--- src/rtl/lin_tmo_pkg.sv ---
package lin_tmo_pkg;
    typedef enum logic {
        PH_HDR = 1'b0,
        PH_RSP = 1'b1
    } tmo_phase_e;
endpackage

--- src/rtl/lin_tmo_counter.sv ---
module lin_tmo_counter #(
    parameter int CNT_W = 8
) (
    input  logic             clk,
    input  logic             rst_n,
    input  logic             tick_i,
    output logic [CNT_W-1:0] cnt_o
);
    typedef struct packed {
        logic [CNT_W-1:0] cnt;
    } cnt_st_t;

    cnt_st_t st_d, st_q;

    always_comb begin
        st_d = st_q;
        if (tick_i) st_d.cnt = st_q.cnt + CNT_W'(1);
    end

    always_ff @(posedge clk or negedge rst_n) begin
        if (!rst_n) st_q <= '0;
        else        st_q <= st_d;
    end

    assign cnt_o = st_q.cnt;

    assert_cnt_step_R1: assert property (@(posedge clk) disable iff (!rst_n)
        tick_i |=> (cnt_o == $past(cnt_o) + CNT_W'(1)));
    assert_cnt_hold_R1: assert property (@(posedge clk) disable iff (!rst_n)
        !tick_i |=> $stable(cnt_o));
endmodule

--- src/rtl/lin_tmo_engine.sv ---
module lin_tmo_engine
    import lin_tmo_pkg::*;
#(
    parameter int CNT_W    = 8,
    parameter int RTO_W    = 4,
    parameter int HDR_BITS = 28,
    parameter int RSP_MUL  = 9
) (
    input  logic             clk,
    input  logic             rst_n,
    input  logic [CNT_W-1:0] cnt_i,
    input  logic [RTO_W-1:0] rto_i,
    input  logic             load_i,
    input  logic             hdr_done_i,
    input  logic             frm_done_i,
    input  logic             sw_open_i,
    input  logic [1:0]       sw_we_i,
    input  logic [CNT_W-1:0] sw_data_i,
    output logic [CNT_W-1:0] oc1_o,
    output logic [CNT_W-1:0] oc2_o,
    output logic             active_o,
    output logic             hdr_tmo_o,
    output logic             rsp_tmo_o,
    output logic             frm_tmo_o
);
    localparam logic [CNT_W-1:0] HDR_SPAN = CNT_W'(HDR_BITS);
    localparam logic [CNT_W-1:0] MUL_K    = CNT_W'(RSP_MUL);

    typedef struct packed {
        logic [CNT_W-1:0] oc1;
        logic [CNT_W-1:0] oc2;
        logic             active;
        tmo_phase_e       phase;
        logic             hdr_tmo;
        logic             rsp_tmo;
        logic             frm_tmo;
    } eng_st_t;

    eng_st_t st_d, st_q;

    logic [CNT_W-1:0] rsp_span;
    logic             hit_hdr, hit_rsp, hit_frm, stop;

    always_comb begin
        rsp_span = CNT_W'(CNT_W'(rto_i) * MUL_K);
        hit_hdr  = st_q.active && (st_q.phase == PH_HDR) && (cnt_i == st_q.oc1);
        hit_rsp  = st_q.active && (st_q.phase == PH_RSP) && (cnt_i == st_q.oc1);
        hit_frm  = st_q.active && (cnt_i == st_q.oc2);
        stop     = hit_hdr || hit_rsp || hit_frm || frm_done_i;

        st_d = st_q;
        if (hit_hdr) st_d.hdr_tmo = 1'b1;
        if (hit_rsp) st_d.rsp_tmo = 1'b1;
        if (hit_frm) st_d.frm_tmo = 1'b1;
        if (stop)    st_d.active  = 1'b0;

        if (hdr_done_i && st_q.active && (st_q.phase == PH_HDR) && !stop) begin
            st_d.oc1   = cnt_i + rsp_span;
            st_d.phase = PH_RSP;
        end

        if (sw_open_i) begin
            if (sw_we_i[0]) st_d.oc1 = sw_data_i;
            if (sw_we_i[1]) st_d.oc2 = sw_data_i;
        end

        if (load_i) begin
            st_d.oc1     = cnt_i + HDR_SPAN;
            st_d.oc2     = cnt_i + HDR_SPAN + rsp_span;
            st_d.active  = 1'b1;
            st_d.phase   = PH_HDR;
            st_d.hdr_tmo = 1'b0;
            st_d.rsp_tmo = 1'b0;
            st_d.frm_tmo = 1'b0;
        end
    end

    always_ff @(posedge clk or negedge rst_n) begin
        if (!rst_n) st_q <= '0;
        else        st_q <= st_d;
    end

    assign oc1_o     = st_q.oc1;
    assign oc2_o     = st_q.oc2;
    assign active_o  = st_q.active;
    assign hdr_tmo_o = st_q.hdr_tmo;
    assign rsp_tmo_o = st_q.rsp_tmo;
    assign frm_tmo_o = st_q.frm_tmo;

    assert_arm_load_R3: assert property (@(posedge clk) disable iff (!rst_n)
        load_i |=> (oc1_o == $past(cnt_i) + HDR_SPAN) && active_o && !hdr_tmo_o);
    assert_oc2_locked_R2: assert property (@(posedge clk) disable iff (!rst_n)
        (!sw_open_i && !load_i) |=> $stable(oc2_o));
    assert_frame_hit_R7: assert property (@(posedge clk) disable iff (!rst_n)
        (active_o && (cnt_i == oc2_o) && !load_i) |=> (frm_tmo_o && !active_o));
    assert_flag_sticky_R8: assert property (@(posedge clk) disable iff (!rst_n)
        (hdr_tmo_o && !load_i) |=> hdr_tmo_o);
    assert_done_stops_R8: assert property (@(posedge clk) disable iff (!rst_n)
        (frm_done_i && !load_i) |=> !active_o);
endmodule

--- src/rtl/lin_tmo_ctrl.sv ---
module lin_tmo_ctrl #(
    parameter int CNT_W    = 8,
    parameter int RTO_W    = 4,
    parameter int LEN_W    = 4,
    parameter int MAX_LEN  = 8,
    parameter int HDR_BITS = 28,
    parameter int RSP_MUL  = 9
) (
    input  logic             clk,
    input  logic             rst_n,
    input  logic             tmo_mode_en,
    input  logic [RTO_W-1:0] rto_tune,
    input  logic [LEN_W-1:0] data_len,
    input  logic             bit_tick,
    input  logic             brk_to_sync,
    input  logic             hdr_done,
    input  logic             frm_done,
    input  logic [1:0]       sw_oc_we,
    input  logic [CNT_W-1:0] sw_oc_wdata,
    input  logic             gate_req,
    output logic [CNT_W-1:0] bit_cnt_o,
    output logic [CNT_W-1:0] oc1_o,
    output logic [CNT_W-1:0] oc2_o,
    output logic             tmo_active_o,
    output logic             hdr_tmo_o,
    output logic             rsp_tmo_o,
    output logic             frm_tmo_o,
    output logic             cfg_err_o,
    output logic             gate_ack_o
);
    localparam logic [LEN_W-1:0] LEN_LIMIT = LEN_W'(MAX_LEN);

    typedef struct packed {
        logic in_frame;
        logic gate_ack;
    } top_st_t;

    top_st_t st_d, st_q;
    logic    arm;

    always_comb begin
        cfg_err_o = tmo_mode_en && (data_len > LEN_LIMIT);
        arm       = brk_to_sync && tmo_mode_en && !cfg_err_o;

        st_d = st_q;
        if (brk_to_sync)   st_d.in_frame = 1'b1;
        else if (frm_done) st_d.in_frame = 1'b0;
        st_d.gate_ack = gate_req && !st_d.in_frame;
    end

    always_ff @(posedge clk or negedge rst_n) begin
        if (!rst_n) st_q <= '0;
        else        st_q <= st_d;
    end

    assign gate_ack_o = st_q.gate_ack;

    lin_tmo_counter #(.CNT_W(CNT_W)) u_cnt (
        .clk    (clk),
        .rst_n  (rst_n),
        .tick_i (bit_tick),
        .cnt_o  (bit_cnt_o)
    );

    lin_tmo_engine #(
        .CNT_W    (CNT_W),
        .RTO_W    (RTO_W),
        .HDR_BITS (HDR_BITS),
        .RSP_MUL  (RSP_MUL)
    ) u_eng (
        .clk        (clk),
        .rst_n      (rst_n),
        .cnt_i      (bit_cnt_o),
        .rto_i      (rto_tune),
        .load_i     (arm),
        .hdr_done_i (hdr_done),
        .frm_done_i (frm_done),
        .sw_open_i  (!tmo_mode_en),
        .sw_we_i    (sw_oc_we),
        .sw_data_i  (sw_oc_wdata),
        .oc1_o      (oc1_o),
        .oc2_o      (oc2_o),
        .active_o   (tmo_active_o),
        .hdr_tmo_o  (hdr_tmo_o),
        .rsp_tmo_o  (rsp_tmo_o),
        .frm_tmo_o  (frm_tmo_o)
    );

    assert_err_blocks_arm_R9: assert property (@(posedge clk) disable iff (!rst_n)
        (cfg_err_o && brk_to_sync && !tmo_active_o) |=> !tmo_active_o);
    assert_no_ack_in_frame_R10: assert property (@(posedge clk) disable iff (!rst_n)
        (st_q.in_frame && !frm_done) |=> !gate_ack_o);
    assert_flag_needs_arm_R5: assert property (@(posedge clk) disable iff (!rst_n)
        $rose(hdr_tmo_o) |-> $past(tmo_active_o));
endmodule

--- config.mk ---
export PLATFORM = sky130hd
export DESIGN_NAME = lin_tmo_ctrl
export DESIGN_NICKNAME = d
export VERILOG_FILES = /design/src/rtl/lin_tmo_pkg.sv /design/src/rtl/lin_tmo_counter.sv /design/src/rtl/lin_tmo_engine.sv /design/src/rtl/lin_tmo_ctrl.sv
export SDC_FILE = /design/constraint.sdc
export NUM_CORES = 1
export LEC_CHECK = 0
export ABC_AREA = 1
export BUFFER_PORTS_ARGS = -buffer_cell sky130_fd_sc_hd__buf_4
export CORE_MARGIN = 10
export CORE_UTILIZATION = 55
export DETAILED_ROUTE_END_ITERATION = 8
export PLACE_DENSITY = 0.79
export SYNTH_ARGS = -nofsm -noshare
export SYNTH_HDL_FRONTEND = slang
export SYNTH_HIERARCHICAL = 1
export SYNTH_SLANG_ARGS = --single-unit
--- constraint.sdc ---
create_clock -name clk -period 2.95 [get_ports clk]
set_input_delay 0.1475 -clock clk [delete_from_list [all_inputs] [get_ports clk]]
set_output_delay 0.1475 -clock clk [all_outputs]
set_load 0.01 [all_outputs]
## Word-level counts from Yosys, hierarchy flattened

Index checks and enable logic that the tools add are counted.

| operators by class | value |
|---|---|
| $mul | 1 |
| eq/ne operators | 3 |
| reductions and logical operators | 25 |
| bitwise operators | 1 |
| $lt $le $gt $ge | 1 |
| add/subtract/negate cells | 4 |
| multiplexer cells | 12 |

Operators by type and width:

| operator | number |
|---|---|
| $mux 8 | 3 |
| $mux 21 | 1 |
| $add 8x8->8 | 2 |
| $eq 8x8->1 | 2 |
| $mux 16 | 1 |
| $logic_and 1x1->1 | 12 |
| $reduce_bool 2->1 | 6 |
| $add 8x1->8 const B | 1 |
| $add 8x5->8 const B | 1 |
| $mul 4x4->8 const B | 1 |
| $mux 1 | 7 |
| $gt 4x4->1 const B | 1 |
| $logic_not 1->1 | 3 |
| $logic_or 1x1->1 | 3 |
| $ne 2x1->1 const B | 1 |
| $reduce_and 2->1 | 1 |
| $not 1->1 | 1 |

| word-level totals | value |
|---|---|
| register bits after elaboration | 31 |
| output and inout bits | 30 |
| logic and storage cells | 57 |
| bits of input ports | 26 |

## Logic depth before layout (Yosys ltp)

Gate-level depths: netlist (run 1).

| logic depth | value |
|---|---|
| word-level depth | 12 |
| depth in mapped cells | 15 |
| depth with buffers taken out | 15 |

## Cells and area by module

Netlist (run 1), hierarchy kept.

Modules (own cells, without submodules):

| module | times used | area an instance (um^2) | cells an instance | sequential area each (um^2) |
|---|---|---|---|---|
| lin_tmo_engine | 1 | 2165.8 | 330 | 525.5 |
| lin_tmo_counter | 1 | 375.4 | 40 | 200.2 |
| lin_tmo_ctrl | 1 | 111.4 | 15 | 50.0 |

## Worst setup path before layout (run 1)

Ideal clock, no wire load.

| timing path | value |
|---|---|
| path type | register -> register |
| from | register u_cnt.st_q (netlist bit u_cnt/cnt_o[2]) |
| to | register u_eng.st_q (netlist bit u_eng/oc2_o[7]) |
| library setup time | 0.077 ns |
| arrival time | 2.168 ns |
| required time | 2.873 ns |
| buffers on the path | 0 |
| period minus slack after synthesis | 2.246 ns |
| stages on the path, launching flop included | 13 |
| setup slack | 0.704 ns |
| cell sequence | dfrtp_1 > inv_1 > ha_1 > inv_1 > o21ai_0 > xor2_1 > ha_1 > a21oi_1 > o21a_1 > o21ai_0 > a21oi_1 > o21ai_1 > a21oi_1 |

| between the ends | value |
|---|---|
| longest elaborated chain between the ends | 3 |

RTL lines:

| item | RTL line | text |
|---|---|---|
| from (decl) | lin_tmo_counter.sv:13 | `cnt_st_t st_d, st_q;` |
| from (signal assigned) | lin_tmo_counter.sv:22 | `else st_q <= st_d;` |
| $add 8x5->8 | lin_tmo_engine.sv:69 | `st_d.oc2 = cnt_i + HDR_SPAN + rsp_span;` |
| $add 8x8->8 | lin_tmo_engine.sv:69 |  |
| $mux 21 | lin_tmo_engine.sv:67 | `if (load_i) begin` |
| to (signal assigned) | lin_tmo_engine.sv:80 | `else st_q <= st_d;` |
| to (decl) | lin_tmo_engine.sv:39 | `eng_st_t st_d, st_q;` |

No other way between the ends.
A chain may end at the register's enable or synchronous reset.

## Worst setup path after layout (run 1)

| timing path | value |
|---|---|
| from | register u_cnt.st_q (netlist bit u_cnt/cnt_o[3]) |
| to | register u_eng.st_q (netlist bit u_eng/oc2_o[7]) |

The elaborated chain is that of the path after synthesis.

==> results by group, run 1 <==
Run
  – # Max-Cap Violations: 0

Synthesis
  – Syn. warnings: 6
  – Synth top area share: 0.292
  – Avg Inst Size Synth: 6.89 um2
  – Top cells by area, synth: dfrtp_1 (29%), nand2_1 (16%), ha_1 (8.5%), inv_1 (7.6%), nand3_1 (5.5%)
  – Post-synth net total: 430
  – Post-Synthesis Cells: 385
  – Register bit total from synthesis: 31
  – Post-synth top area cell: dfrtp_1
  – Synth unique cells: 35
  – Sequential share of the synthesized area: 0.292
  – Synth Cell Area: 2650 um2

Power and ir drop
  – Sw Pwr: 0.00137 W
  – Net Sw Frac: 0.470
  – Max VDD drop: 531 uV
  – Comb power frac: 0.598
  – Static leakage: 1.78 nW
  – Internal power: 0.00155 W
  – Power Density: 928 nW/um2
  – Clock power share: 0.151
  – Sequential fraction of design power: 0.251

Floorplanning
  – Top-Level Pins: 56
  – Die Y: 89.4 um
  – Core box area: 4690 um2
  – Die X: 89.4 um
  – Die ar.: 8000 um2
  – Num rows: 25
  – Starting Density: 0.565

CTS
  – CTS tree: done
  – Clock transition at path regs: 0.07 ns
  – Clock sinks: 31
  – Post-CTS Setup Repair Bufs: 0
  – H-tree levels: 2
  – Clock latency on the worst-skew pair: 0.29 ns
  – Total CTS buffers: 5
  – CTS root buffer: clkbuf_8
  – Longest Clk Path Bufs: 2

Cells and area
  – Commonest non-fill, non-tap cells in the layout: nand2_1 (116), buf_4 (59), inv_1 (54)
  – Commonest non-fill, non-tap cell in the layout: nand2_1
  – Reg area: 776 um2
  – Number of diodes: 0
  – Final instance area: 3150 um2
  – Final nets: 476
  – Layout cells sized above 1: 0.190
  – Multi-input gate area: 1520 um2
  – # fillers: 410
  – P&R area growth vs syn: 18.8%

Timing
  – Final clock skew: 0.00610 ns
  – Hold_ws: 0.0613 ns
  – Setup TNS: 0 ns
  – Fmax: 384 MHz
  – Final setup fails: 0
  – Relative slew margins: 0.651
  – Hold Vio Cnt, Final: 0
  – Worst-Margin Slew: 0.522 ns
  – Period utilisation layout: 0.883
  – RSZ-0062 raised after global routing: no
  – Slew Limit Fails: 0
  – Minimum clock period: 2.60 ns

Setup path
  – Crit path buf inv count: 2
  – WS Path Type: reg -> reg
  – FF-to-FF setup slack: 0.35 ns
  – CP cell instances: inv_1 > ha_1 > inv_1 > o21ai_0 > xor2_1 > ha_1 > a21oi_1 > o21a_1 > o21ai_0 > a21oi_1 > o21ai_1 > a21oi_1
  – Critical-path top delay cell: dfrtp_1
  – Slowest stage delay, CP: 0.50 ns
  – Worst EP required: 3.17 ns
  – CP max FO: 8
  – Worst Setup End Kind: register
  – Kind of cell adding the most delay to the critical path: compound AO/OA/AOI/OAI gates
  – CP most frequent cell: a21oi_1
  – Crit path DAT: 2.82 ns
  – CP Launch Type: register

Detailed routing
  – Vias/cell: 5.38
  – ANT nets after route: 0
  – Initial drt markers: 224
  – TritonRoute pass-1 iters: 5
  – Wirelength, routed: 7130 um
  – WL/cell: 14.7 um
  – DRC viols: 0
  – Total number of vias: 2,617

GRT
  – Initial antenna violation count: 0
  – GRT overflow: 0
  – Largest net degree at the start of global routing: 32
  – Global-route wire length before repair: 11,400 um
  – Overall routing resource usage: 0.184
  – Number of global-route vias before repair: 2,470

Place
  – Placer congestion estimate: 0.989
  – Placed instance area: 3020 um2
  – DPL Wire Length: 5710 um
  – IO buf count: 55

Run status
  – Status: finished clean

Hold path
  – Hold Crit Class: in -> reg
[synth_stat cells, drive strengths merged]
cell    number
inv         57
clkbuf       5
nand3       31
a21o         2
a21oi       16
nor2        37
ha          18
o21bai       1
o221ai       3
buf         16
o31ai        1
nand4        4
xor2        13
o21a         1
a22oi        1
a31oi        4
mux2         1
nand2      117
a21boi       1
fa           1
o211ai       1
xnor2        7
nand3b       3
dfrtp       31
nor4         1
nand2b       1
o21ai       11
[cell families (layout without fill, tap and decap cells)]
logic type | count (synthesis) | in the layout | synth area share
simple gates | 194 | 194 | 0.317
mux | 1 | 1 | 0.00424
xor+xnor | 20 | 20 | 0.0660
compound gates | 42 | 42 | 0.0943
fa+ha+maj | 19 | 19 | 0.0925
buf+inv | 78 | 125 | 0.133
flops | 31 | 31 | 0.292
[worst paths after layout]
path | cells past startpoint | startpoint | endpoint
max in group asynchronous | 2 | rst_n | u_eng/oc1_o[3]$_DFF_PN0_
setup reg to reg | 12 | u_cnt/cnt_o[3]$_DFFE_PN0P_ | u_eng/oc2_o[7]$_DFFE_PN0P_
min in group asynchronous | 2 | rst_n | u_cnt/cnt_o[1]$_DFFE_PN0P_
hold / removal | 2 | frm_done | st_q[1]$_DFF_PN0_
hold reg to reg | 2 | u_eng/rsp_tmo_o$_DFFE_PN0P_ | u_eng/rsp_tmo_o$_DFFE_PN0P_
setup / recovery | 12 | u_cnt/cnt_o[3]$_DFFE_PN0P_ | u_eng/oc2_o[7]$_DFFE_PN0P_
[state kept, by name (all words and copies together), names as in the netlist]
| register | count |
|---|---|
| gate_ack_o | 1 |
| st_q | 1 |
| u_cnt/cnt_o | 8 |
| u_eng/active_o | 1 |
| u_eng/frm_tmo_o | 1 |
| u_eng/hdr_tmo_o | 1 |
| u_eng/oc1_o | 8 |
| u_eng/oc2_o | 8 |
| u_eng/rsp_tmo_o | 1 |
| u_eng/st_q | 1 |
[layer usage]
metal  wire [um]  GRT usage  vias up
met2        3320      0.296      120
met4         221     0.0882        0
met3         604     0.0374       20
met5           0          0        -
met1        2990      0.228     1181
li1            -          -     1296
[cell type report]
type,count,area share
Tap cell,54,0.0214
Clock inverter,2,0.0111
Multi-Input combinational cell,276,0.484
Clock buffer,6,0.0262
Inverter,57,0.0679
Timing Repair Buffer,60,0.144
Sequential cell,31,0.246
[power by group through the flow]
stage / logic (W) / registers (W) / clock network, W
final: 0.00175 / 0.000735 / 0.000441
after CTS: 0.00173 / 0.000733 / 0.000446
after detailed placement: 0.00172 / 0.000741 / 0
after floorplan: 0.00122 / 0.000735 / 0
after global routing: 0.00196 / 0.000758 / 0.000465
after global placement: 0.00171 / 0.000734 / 0
[what timing repair did]
| action | 4_1_cts | 5_1_grt |
|---|---|---|
| endpoints found under the hold margin | 31 | 0 |
| resized for setup | 0 | 0 |
| hold buffers | 1 | 0 |
[metrics by stage]
stage,util,total power (W),std cells,setup slack (ns)
finish,0.672,0.00292,486,0.346
CTS,0.672,0.00291,486,0.412
global route,0.672,0.00318,486,0.215
global placement,0.645,0.00244,477,0.616
floorplan,-,0.00195,385,0.704
detailed placement,0.645,0.00247,477,0.441
(Power assumes the default switching activity.)
==> run 2: changes to the inputs <==
Settings changed: ABC_AREA 1 to 0, CORE_UTILIZATION 55 to 54.
==> results by group, run 2 <==
Run status
  – Status: finished clean

Setup path
  – Critical Path Sink: u_eng/oc1_o[3]$_DFF_PN0_
  – WS Path Type: reg -> reg
  – Crit path from: u_cnt/cnt_o[4]$_DFFE_PN0P_
  – Worst EP required: 3.12 ns
  – FF-to-FF setup slack: 0.56 ns
  – Worst Setup End Kind: register
  – Critical-path top delay cell: dfrtp_1
  – CP Launch Type: register
  – Slowest stage delay, CP: 0.61 ns
  – CP max FO: 10
  – R2r endpoint: u_eng/oc1_o[3]$_DFF_PN0_
  – Crit path buf inv count: 1
  – WP depth: 7
  – Crit path DAT: 2.56 ns
  – Kind of cell adding the most delay to the critical path: simple AND/OR/NAND/NOR gates
  – Reg-to-Reg Start: u_cnt/cnt_o[4]$_DFFE_PN0P_
  – Worst reg-to-reg path cell count: 7
  – CP cell instances: xnor2_1 > nand4_1 > nor3_1 > nor4_4 > buf_4 > mux2i_1 > a221oi_1

GRT
  – Number of global-route vias before repair: 2,105
  – Largest net degree at the start of global routing: 32
  – Initial antenna violation count: 0
  – GRT overflow: 0
  – Global-route wire length before repair: 10,500 um
  – Overall routing resource usage: 0.175

Timing
  – Period utilisation layout: 0.809
  – Hold Vio Cnt, Final: 0
  – Fmax: 419 MHz
  – Setup TNS: 0 ns
  – Final clock skew: 0.00710 ns
  – Final setup fails: 0
  – Final setup margin: 0.564 ns
  – Slew Limit Fails: 0
  – RSZ-0062 raised after global routing: no
  – Relative slew margins: 0.580
  – Minimum clock period: 2.39 ns
  – Hold_ws: 0.0329 ns
  – Worst-Margin Slew: 0.631 ns

Cells and area
  – Commonest non-fill, non-tap cell in the layout: buf_4
  – Number of diodes: 0
  – Final nets: 355
  – Final instance area: 2890 um2
  – Layout cells sized above 1: 0.251
  – Commonest non-fill, non-tap cells in the layout: buf_4 (60), dfrtp_1 (31), xnor2_1 (27)
  – Fin util: 0.665
  – P&R area growth vs syn: 19.7%

Detailed routing
  – ANT nets after route: 0
  – Wirelength, routed: 6350 um
  – Initial drt markers: 134
  – DRC viols: 0
  – TritonRoute pass-1 iters: 4
  – WL/cell: 17.5 um
  – Total number of vias: 2,095
  – Vias/cell: 5.77

CTS
  – Total CTS buffers: 5
  – CTS root buffer: clkbuf_8
  – H-tree levels: 2
  – Post-CTS Setup Repair Bufs: 0
  – CTS tree: done
  – Clock sinks: 31
  – Clock latency on the worst-skew pair: 0.29 ns
  – Clock transition at path regs: 0.07 ns
  – Longest Clk Path Bufs: 2

Place
  – DPL Wire Length: 5000 um
  – Placer congestion estimate: 0.898
  – IO buf count: 55
  – Placed instance area: 2800 um2
  – DP Worst Slack: 0.502 ns

Synthesis
  – Post-synth ARST share: 1.00
  – Commonest cells post-synth: dfrtp_1 (31), xnor2_1 (27), ha_1 (18), nor2_1 (18), inv_1 (17)
  – Most frequent cell after synthesis: dfrtp_1
  – Post-synth EDFFs: 0
  – Synth top area share: 0.321
  – Main flop type after synthesis: dfrtp_1
  – Avg Inst Size Synth: 9.20 um2
  – Sequential share of the synthesized area: 0.321
  – Post-Synthesis Cells: 263
  – Post-synth net total: 308
  – Synth Cell Area: 2420 um2
  – Top cells by area, synth: dfrtp_1 (32%), xnor2_1 (9.8%), ha_1 (9.3%), mux2i_1 (5.8%), buf_4 (5.0%)
  – Synth unique cells: 39
  – Register bit total from synthesis: 31
  – Syn. warnings: 6
  – Post-synth top area cell: dfrtp_1

Power and ir drop
  – Internal power: 0.00151 W
  – Sequential fraction of design power: 0.280
  – Sw Pwr: 0.00122 W
  – Max VDD drop: 472 uV
  – Comb power frac: 0.600
  – Net Sw Frac: 0.446
  – Static leakage: 1.34 nW
  – Power Density: 944 nW/um2
  – Clock power share: 0.120

Floorplanning
  – Num rows: 24
  – Die ar.: 7560 um2
  – Starting Density: 0.555
  – Core box area: 4350 um2
  – Die Y: 86.9 um
  – Top-Level Pins: 56
  – Die X: 86.9 um

Hold path
  – Hold Path Stages: 2
  – Hold Crit Class: in -> reg

Run
  – # Max-Cap Violations: 0
[run 2: through the flow]
step           cells  power (W)
3_5_place_dp     354    0.00240
5_1_grt          363    0.00297
6_report         363    0.00273
2_1_floorplan    263    0.00192
3_3_place_gp     354    0.00236
4_1_cts          363    0.00274
[run 2: metal layers]
| layer | up-vias | share of wire | track usage |
|---|---|---|---|
| met5 | - | 0 | 0 |
| met4 | 0 | 0.025 | 0.0810 |
| met3 | 13 | 0.096 | 0.0487 |
| met2 | 78 | 0.47 | 0.290 |
| met1 | 996 | 0.40 | 0.204 |
| li1 | 1008 | - | - |
[run 2: final cells by class]
type / instances / area (um2)
inverters: 17 / 63.8
clock buffers: 6 / 72.6
clock inverters: 2 / 12.5
fillers: 375 / 1460
repair buffers: 61 / 460
well taps: 52 / 65.1
flip-flops and latches: 31 / 776
multi-input cells: 194 / 1440
[run 2: logic make-up after synthesis]
logic type	synth area share
simple gates	0.170
compound gates	0.127
buf+inv	0.0838
xor+xnor	0.134
flops	0.321
fa+ha+maj	0.101
mux	0.0626
[run 2: worst min path at each step]
stage                      startpoint                          to
after global routing      brk_to_sync        gate_ack_o$_DFF_PN0_
after floorplan                 rst_n        gate_ack_o$_DFF_PN0_
after CTS                 brk_to_sync        gate_ack_o$_DFF_PN0_
final                     brk_to_sync        gate_ack_o$_DFF_PN0_
after detailed placement        rst_n    u_eng/oc1_o[0]$_DFF_PN0_
after global placement          rst_n  u_eng/oc2_o[0]$_DFFE_PN0P_
[run 2: power groups by stage]
stage               sequential [W]  clock (W)  combinational (W)
global route              0.000787   0.000359            0.00182
finish                    0.000765   0.000328            0.00164
global placement          0.000771          0            0.00159
detailed placement        0.000773          0            0.00162
CTS                       0.000766   0.000336            0.00163
floorplan                 0.000771          0            0.00115
[run 2: what timing repair did]
| item | in CTS | in global routing |
|---|---|---|
| hold buffers | 1 | 0 |
| endpoints found under the setup margin | 0 | 0 |
| resized for setup | 0 | 0 |
| hold endpoints to repair | 31 | 0 |
